$ cat src/rtl/i2c_reg_slave.sv
module i2c_reg_slave #(
  parameter logic [6:0] DEV_ID = 7'b1001111,
  parameter int         BITS   = 8
) (
  input  logic            clk,
  input  logic            rst_n,
  input  logic            scl_i,
  input  logic            sda_i,
  output logic            sda_oe,
  output logic [BITS-1:0] reg_addr,
  output logic [BITS-1:0] reg_wdata,
  output logic            reg_wr,
  input  logic [BITS-1:0] reg_rdata
);
  localparam logic [3:0] S_IDLE = 4'd0, S_ADDR = 4'd1, S_AACK = 4'd2, S_PTR = 4'd3,
                         S_PACK = 4'd4, S_WR   = 4'd5, S_WACK = 4'd6, S_RD  = 4'd7,
                         S_MACK = 4'd8, S_SKIP = 4'd9;
  localparam logic [3:0] LAST = 4'(BITS);

  logic [2:0] scl_q, sda_q;
  logic [3:0] st, bitcnt;
  logic [BITS-1:0] sh, ptr;
  logic rnw, mack;

  wire scl_s = scl_q[1];
  wire scl_p = scl_q[2];
  wire sda_s = sda_q[1];
  wire sda_p = sda_q[2];
  wire scl_rise  = scl_s & ~scl_p;
  wire scl_fall  = ~scl_s & scl_p;
  wire bus_start = scl_s & scl_p & sda_p & ~sda_s;
  wire bus_stop  = scl_s & scl_p & ~sda_p & sda_s;

  assign reg_addr = ptr;

  always_ff @(posedge clk or negedge rst_n) begin
    if (!rst_n) begin
      scl_q <= '1;
      sda_q <= '1;
    end else begin
      scl_q <= {scl_q[1:0], scl_i};
      sda_q <= {sda_q[1:0], sda_i};
    end
  end

  always_ff @(posedge clk or negedge rst_n) begin
    if (!rst_n) begin
      st        <= S_IDLE;
      bitcnt    <= '0;
      sh        <= '0;
      ptr       <= '0;
      rnw       <= 1'b0;
      mack      <= 1'b0;
      sda_oe    <= 1'b0;
      reg_wr    <= 1'b0;
      reg_wdata <= '0;
    end else begin
      reg_wr <= 1'b0;
      if (reg_wr) ptr <= ptr + 1'b1;
      if (bus_start) begin
        st     <= S_ADDR;
        bitcnt <= '0;
        sda_oe <= 1'b0;
      end else if (bus_stop) begin
        st     <= S_IDLE;
        bitcnt <= '0;
        sda_oe <= 1'b0;
      end else begin
        case (st)
          S_ADDR, S_PTR, S_WR: begin
            if (scl_rise) begin
              sh     <= {sh[BITS-2:0], sda_s};
              bitcnt <= bitcnt + 4'd1;
            end else if (scl_fall && bitcnt == LAST) begin
              bitcnt <= '0;
              if (st == S_ADDR) begin
                if (sh[BITS-1:1] == DEV_ID) begin
                  rnw    <= sh[0];
                  sda_oe <= 1'b1;
                  st     <= S_AACK;
                end else begin
                  st <= S_SKIP;
                end
              end else if (st == S_PTR) begin
                ptr    <= sh;
                sda_oe <= 1'b1;
                st     <= S_PACK;
              end else begin
                reg_wdata <= sh;
                reg_wr    <= 1'b1;
                sda_oe    <= 1'b1;
                st        <= S_WACK;
              end
            end
          end
          S_AACK: begin
            if (scl_fall) begin
              if (rnw) begin
                sh     <= reg_rdata;
                sda_oe <= ~reg_rdata[BITS-1];
                st     <= S_RD;
              end else begin
                sda_oe <= 1'b0;
                st     <= S_PTR;
              end
            end
          end
          S_PACK, S_WACK: begin
            if (scl_fall) begin
              sda_oe <= 1'b0;
              st     <= S_WR;
            end
          end
          S_RD: begin
            if (scl_rise) begin
              bitcnt <= bitcnt + 4'd1;
            end else if (scl_fall) begin
              if (bitcnt == LAST) begin
                bitcnt <= '0;
                sda_oe <= 1'b0;
                st     <= S_MACK;
              end else begin
                sh     <= {sh[BITS-2:0], 1'b0};
                sda_oe <= ~sh[BITS-2];
              end
            end
          end
          S_MACK: begin
            if (scl_rise) begin
              mack <= ~sda_s;
              if (!sda_s) ptr <= ptr + 1'b1;
            end else if (scl_fall) begin
              if (mack) begin
                sh     <= reg_rdata;
                sda_oe <= ~reg_rdata[BITS-1];
                st     <= S_RD;
              end else begin
                st <= S_SKIP;
              end
            end
          end
          default: ;
        endcase
      end
    end
  end
endmodule

$ cat config.mk
export PLATFORM = sky130hd
export DESIGN_NAME = i2c_reg_slave
export DESIGN_NICKNAME = d
export VERILOG_FILES = /design/src/rtl/i2c_reg_slave.sv
export SDC_FILE = /design/constraint.sdc
export NUM_CORES = 1
export LEC_CHECK = 0
export BUFFER_PORTS_ARGS = -buffer_cell sky130_fd_sc_hd__buf_4
export CAP_MARGIN = 20
export CELL_PAD_IN_SITES_DETAIL_PLACEMENT = 1
export CELL_PAD_IN_SITES_GLOBAL_PLACEMENT = 1
export CORE_MARGIN = 2
export CORE_UTILIZATION = 47
export CTS_BUF_LIST = sky130_fd_sc_hd__clkbuf_4
export DETAILED_ROUTE_END_ITERATION = 7
export HOLD_SLACK_MARGIN = 0.15
export PLACE_DENSITY = 0.8
export SLEW_MARGIN = 30
export SYNTH_ARGS = -nofsm -noshare
export SYNTH_HDL_FRONTEND = slang
export SYNTH_SLANG_ARGS = --single-unit
export TNS_END_PERCENT = 20
$ cat constraint.sdc
create_clock -name clk -period 2.8 [get_ports clk]
set_input_delay 0.14 -clock clk [delete_from_list [all_inputs] [get_ports clk]]
set_output_delay 0.14 -clock clk [all_outputs]
set_load 0.05 [all_outputs]
==> results by group, run 1 <==
Outcome
  – Outcome: finished clean

Layout
  – Net count, final: 319
  – Post-route cell area: 3040 um^2
  – Util after Layout: 0.556
  – Fill count: 632
  – Multi-input gate area: 1470 um^2
  – Register area: 1060 um^2
  – Non-filler cells, final: 374
  – Fraction of layout cells with a size suffix above 1: 0.268
  – Diodes inserted: 0
  – Area Overhead vs Synth: 15.4%

Setup path
  – Reg-to-reg startpoint: scl_q[2]
  – Worst R2R Path Depth: 7
  – Setup crit start kind: flop
  – WS Path Type: flop to flop
  – Reg-to-Reg End: reg_wdata[0]
  – CP Capture Type: flop
  – Crit path DAT: 2.56 ns
  – Critical Path Fanout Max: 9
  – R2r setup slk: 0.48 ns
  – Worst EP required: 3.04 ns

Synth
  – Synth Instances: 266
  – Number of synthesized flops with an enable pin: 0
  – Post-synth ARST share: 1.00
  – Synthesized flop and latch total: 42
  – Avg Cell Area, Syn: 9.91 um^2
  – Post-synth top area share: 0.342
  – Synth Flop Type: dfrtp_1
  – Warnings, synthesis: 0
  – Register area share after synthesis: 0.402
  – Mapped Nets: 284
  – Synth cell types: 57
  – Largest area contributor in the netlist: dfrtp_1
  – Ranking of synthesized cells by area: dfrtp_1 34%, mux2_2 11%, dfstp_2 6.0%, xor2_1 3.3%, ha_1 2.8%
  – Synth Cell Area: 2640 um^2

Route
  – Vias per inst: 5.79
  – Vias: 2164
  – Drt drc: 0
  – Drt pass-1 iters: 4
  – Wirelength per Cell: 18.0 um
  – Drt total wl: 6.72 mm
  – Drt initial violations: 94
  – ANT nets after route: 0

GRT
  – Met3 GRT Util: 0.0352
  – Met2 usage: 0.381
  – Global-route wire length before repair: 11.3 mm
  – GRT Overall Usage: 0.232
  – Initial antenna violation count: 0
  – Vias in the first global route: 2215
  – Largest net degree at the start of global routing: 43
  – M1 GR Usage: 0.320
  – Grt total ovfl: 0
  – GR peak layer: met2

Worst hold path
  – Worst Hold Class: primary input to flop
  – Hold Path Depth: 3
  – Hold EP: sh[7]
  – Hold_sp: reg_rdata[7]

STA
  – Slew Limit Fails: 0
  – Final setup fails: 0
  – Least-Margin Pin Slew: 0.644 ns
  – Crit share post-route: 0.828
  – RSZ-0062 raised after global routing: false
  – Fin worst setup slack: 0.481 ns
  – Minimum period implied by the final worst setup slack: 2.32 ns
  – Setup Total Neg Slack: 0 ns
  – Normalized max-slew margin: 0.570
  – Highest clock rate: 431 MHz
  – Worst Skew: 0.0212 ns
  – Final hold vios: 0
  – WHS: 0.175 ns

Placed design
  – HPWL after detailed placement: 4.87 mm
  – Gpl congestion: 0.880
  – Port Buf Inserts: 29
  – Post-Place Worst Slack: 0.488 ns
  – Area after DPL: 2900 um^2
  – Placed Cells: 357

Floorplan
  – Core area: 5470 um^2
  – Io pins: 30
  – Initial Util: 0.482
  – Die area: 6220 um^2
  – Std cell rows: 27
  – Die height: 78.9 um
  – Die Wd: 78.9 um

Power and ir drop
  – Design Power: 2.34 mW
  – Pleak: 1.35 nW
  – Max VDD drop: 0.389 mV
  – Pwr/cell area: 768 nW/um^2

Flow run
  – MaxCap Viol Count: 0

Clock tree
  – Htree depth: 2
  – Post-CTS Setup Inserts: 0
  – CTS tree: built
  – Clock buffer depth: 2
  – CTS Root Cell: clkbuf_4
  – Cts bufs inserted: 5
  – Post-CTS sizing: 0
  – Worst-skew pair later-pin latency: 0.36 ns
  – Clk sink count: 42
  – Register clock-pin slew on the reported worst setup and hold paths: 0.13 ns
  – Hold_buf cts: 9
==> sequential cells by signal, indices dropped and copies added (netlist names) <==
register	cells
reg_addr	8
reg_wdata	8
sh	8
bitcnt	4
st	4
scl_q	3
sda_q	3
mack	1
reg_wr	1
rnw	1
sda_oe	1
==> power breakdown <==
part / leakage (nW) / total [mW] / internal, mW / switching, mW
registers: 0.541 / 0.998 / 0.733 / 0.266
logic: 0.776 / 1.03 / 0.496 / 0.534
clock network: 0.0331 / 0.307 / 0.104 / 0.203
total: 1.35 / 2.34 / 1.33 / 1.00
==> synth_stat cells (4+ instances only) <==
master	instances
inv_1	13
nand2_1	20
xor2_1	10
nor3_1	6
a21oi_1	12
mux2_2	26
a22oi_1	5
nand3_1	8
o22ai_1	5
buf_2	4
nor2_1	15
ha_1	6
dfrtp_1	36
o211ai_1	6
dfstp_2	6
nand2b_1	6
clkbuf_1	6
nand4_1	5
o21ai_0	10
nor2b_1	6
xnor2_1	5
==> cells in the final DEF, fill, tap and decap left out, drive strengths merged, types with 3 or more instances in the layout <==
cell / n
and2: 4
dfrtp: 36
mux2: 26
nand3: 9
nor3: 7
buf: 31
dlygate4sd3: 9
xnor2: 5
o221ai: 3
dfstp: 6
o22ai: 5
o21ai: 11
o211ai: 6
clkbuf: 6
o2bb2ai: 3
nand4: 5
nand2b: 6
nor2: 16
a22oi: 5
ha: 6
nor2b: 6
a21oi: 14
inv: 13
nand2: 20
xor2: 10
and3: 3
==> routing by layer <==
metal,share of wire,wire length [um]
met5,0,0
met4,0.015,99
met3,0.023,154
met2,0.49,3280
met1,0.47,3190
==> final cells by class <==
type                       count  area share
multi-input combinational    199       0.483
sequential                    42       0.348
timing repair buffer          40       0.106
tap                           72      0.0296
inverter                      13      0.0160
clock buffer                   6      0.0148
clock inverter                 2     0.00288
==> logic make-up (layout without fill, tap and decap cells) <==
logic type / Yosys count / after routing / synth area share
multiplexers: 28 / 28 / 0.119
AND/OR/NAND/NOR: 86 / 86 / 0.184
adder cells (fa/ha/maj): 6 / 6 / 0.0285
XOR/XNOR: 15 / 15 / 0.0498
AO/OA/AOI/OAI: 64 / 64 / 0.176
flip-flops: 42 / 42 / 0.402
buffers and inverters: 25 / 61 / 0.0418
==> worst max-delay path: stages (launching register included) <==
cell,delay (ns)
dfstp_2,0.56
inv_1,0.04
ha_1,0.29
nand2b_1,0.25
nor2_1,0.23
and3_1,0.24
nand3_2,0.23
mux2_2,0.36
==> worst max path at each step <==
| stage | end | start | depth (start not counted) |
|---|---|---|---|
| 2_1_floorplan | reg_addr[0] | scl_q[2] | 9 |
| 5_1_grt | reg_addr[0] | scl_q[2] | 7 |
| 3_5_place_dp | reg_wdata[2] | scl_q[2] | 7 |
| 3_3_place_gp | reg_wdata[5] | scl_q[2] | 7 |
| 4_1_cts | reg_wdata[2] | scl_q[2] | 7 |
| 6_report | reg_wdata[0] | scl_q[2] | 7 |
(Power assumes the default switching activity.)
==> run 2: changes to the inputs <==
==> constraint.sdc (replaced) <==
create_clock -name clk -period 2.3 [get_ports clk]
set_input_delay 0.115 -clock clk [delete_from_list [all_inputs] [get_ports clk]]
set_output_delay 0.115 -clock clk [all_outputs]
set_load 0.05 [all_outputs]
==> run 2 against run 1 <==
Against the previous run: global-route usage rose by 1.3 points; count of clock-buffer cells in the layout fell by 1; largest cell class unchanged; utilization rose by 2.1 points; total power rose by 31%; final area rose by 3.8%; clock skew rose by 0.0086 ns; via count rose by 4.7%; combinational power rose by 48%.
==> results by group, run 2 (synthesis results as in run 1) <==
Outcome
  – Outcome: finished clean

Setup path
  – Reg-to-reg startpoint: scl_q[2]
  – Reg-to-Reg End: reg_wdata[0]
  – Worst EP required: 2.59 ns
  – WS Path Type: flop to flop
  – CP Capture Type: flop
  – Max incr delay on CP: 0.57 ns
  – Crit path max-delay cell type: dfstp_2
  – Crit path DAT: 2.48 ns
  – Worst R2R Path Depth: 7
  – R2r setup slk: 0.11 ns
  – Critical Path Fanout Max: 9
  – Setup crit start kind: flop
  – Critical Path, Cell by Cell: inv_1 -> ha_1 -> nand2b_1 -> nor2_1 -> and3_1 -> nand3_4 -> mux2_2

STA
  – RSZ-0062 raised after global routing: false
  – Fin worst setup slack: 0.114 ns
  – Crit share post-route: 0.950
  – Minimum period implied by the final worst setup slack: 2.19 ns
  – Worst Skew: 0.0298 ns
  – Final setup fails: 0
  – Highest clock rate: 457 MHz
  – Final hold vios: 0
  – Setup Total Neg Slack: 0 ns
  – Least-Margin Pin Slew: 0.534 ns
  – Slew Limit Fails: 0
  – Normalized max-slew margin: 0.644

Clock tree
  – Cts bufs inserted: 5
  – Post-CTS Setup Inserts: 0
  – CTS tree: built
  – Register clock-pin slew on the reported worst setup and hold paths: 0.16 ns
  – Htree depth: 2
  – Worst-skew pair later-pin latency: 0.39 ns
  – Clock buffer depth: 2
  – CTS Root Cell: clkbuf_4
  – Clk sink count: 42

Power and ir drop
  – Switching power: 1.34 mW
  – Internal power: 1.71 mW
  – Sw frac: 0.440
  – Pwr/cell area: 967 nW/um^2
  – Portion of total power attributed to the clock network: 0.134
  – Design Power: 3.05 mW
  – Logic pwr share: 0.498
  – Seq pwr share: 0.368
  – Max VDD drop: 0.715 mV
  – Pleak: 1.41 nW

Route
  – Drt drc: 0
  – Drt total wl: 7.31 mm
  – Drt pass-1 iters: 4
  – Vias per inst: 5.86
  – Drt initial violations: 71
  – Wirelength per Cell: 18.9 um
  – ANT nets after route: 0
  – Vias: 2266

GRT
  – M1 GR Usage: 0.324
  – Vias in the first global route: 2369
  – Global-route wire length before repair: 11.9 mm
  – Largest net degree at the start of global routing: 43
  – Grt total ovfl: 0
  – Initial antenna violation count: 0
  – Met3 GRT Util: 0.0364
  – GRT Overall Usage: 0.246
  – Met2 usage: 0.424
  – GR peak layer: met2

Placed design
  – Port Buf Inserts: 29
  – Gpl congestion: 0.823
  – Post-Place Worst Slack: 0.0608 ns
  – HPWL after detailed placement: 5.19 mm

Floorplan
  – Io pins: 30
  – Die area: 6220 um^2
  – Die height: 78.9 um
  – Initial Util: 0.482
  – Core area: 5470 um^2
  – Die Wd: 78.9 um
  – Std cell rows: 27

Layout
  – Net count, final: 332
  – Util after Layout: 0.577
  – Fraction of layout cells with a size suffix above 1: 0.298
  – Commonest non-fill, non-tap cell in the layout: buf_4
  – Commonest non-fill, non-tap cells in the layout: 43 x buf_4, 36 x dfrtp_1, 26 x mux2_2, 20 x nand2_1, 15 x nor2_1
  – Diodes inserted: 0
  – Area Overhead vs Synth: 19.8%

Flow run
  – MaxCap Viol Count: 0

Worst hold path
  – Worst Hold Class: primary input to asynchronous set/reset pin
## run 2: cell type report
class                   count  area, um^2
inverters                  13        48.8
multi-input cells         199        1480
clock buffers               5        37.5
repair buffers             53         423
well taps                  72        90.1
fillers                   640        2310
flip-flops and latches     42        1060
clock inverters             3        25.0
## run 2: timing repair
item,4_1_cts,5_1_grt
hold buffers,10,0
gates resized for setup,0,1
hold endpoints to repair,51,0
endpoints found under the setup margin,0,8
## run 2: worst max-delay path by stage
stage	slack, ns	start	endpoint
after global placement	0.16	scl_q[2]	reg_wdata[2]
after detailed placement	0.06	scl_q[2]	reg_wdata[4]
after floorplan	0.11	scl_q[2]	reg_addr[0]
after global routing	0.01	scl_q[1]	st[0]
final	0.11	scl_q[2]	reg_wdata[0]
after CTS	0.06	scl_q[2]	reg_wdata[4]
## run 2: worst max-delay path, delay by kind of cell (launching register included)
family	cells	cell delay, ns
adders and majority gates	1	0.30
DFF	1	0.57
and+or+nand+nor	4	0.89
muxes	1	0.31
buffers and inverters	1	0.05
## run 2: layer usage
layer / routed length, um / up-vias
li1: - / 1072
met1: 3340 / 1146
met2: 3710 / 40
met3: 176 / 8
met4: 86 / 0
met5: 0 / -
## run 2: power groups by stage
stage               sequential, mW  combinational [mW]  clock, mW
floorplan                     1.09                1.05          0
global placement              1.12                1.43          0
detailed placement            1.13                1.47          0
CTS                           1.11                1.50      0.417
global route                  1.14                1.65      0.450
finish                        1.12                1.52      0.410
## run 2: metrics by stage
| stage | area [um^2] | cells | hold slack [ns] |
|---|---|---|---|
| after CTS | 3150 | 387 | 0.267 |
| after floorplan | 2640 | 266 | -0.181 |
| after global placement | 2990 | 369 | 0.138 |
| after global routing | 3160 | 387 | 0.287 |
| after detailed placement | 2990 | 369 | 0.141 |
| final | 3160 | 387 | 0.241 |
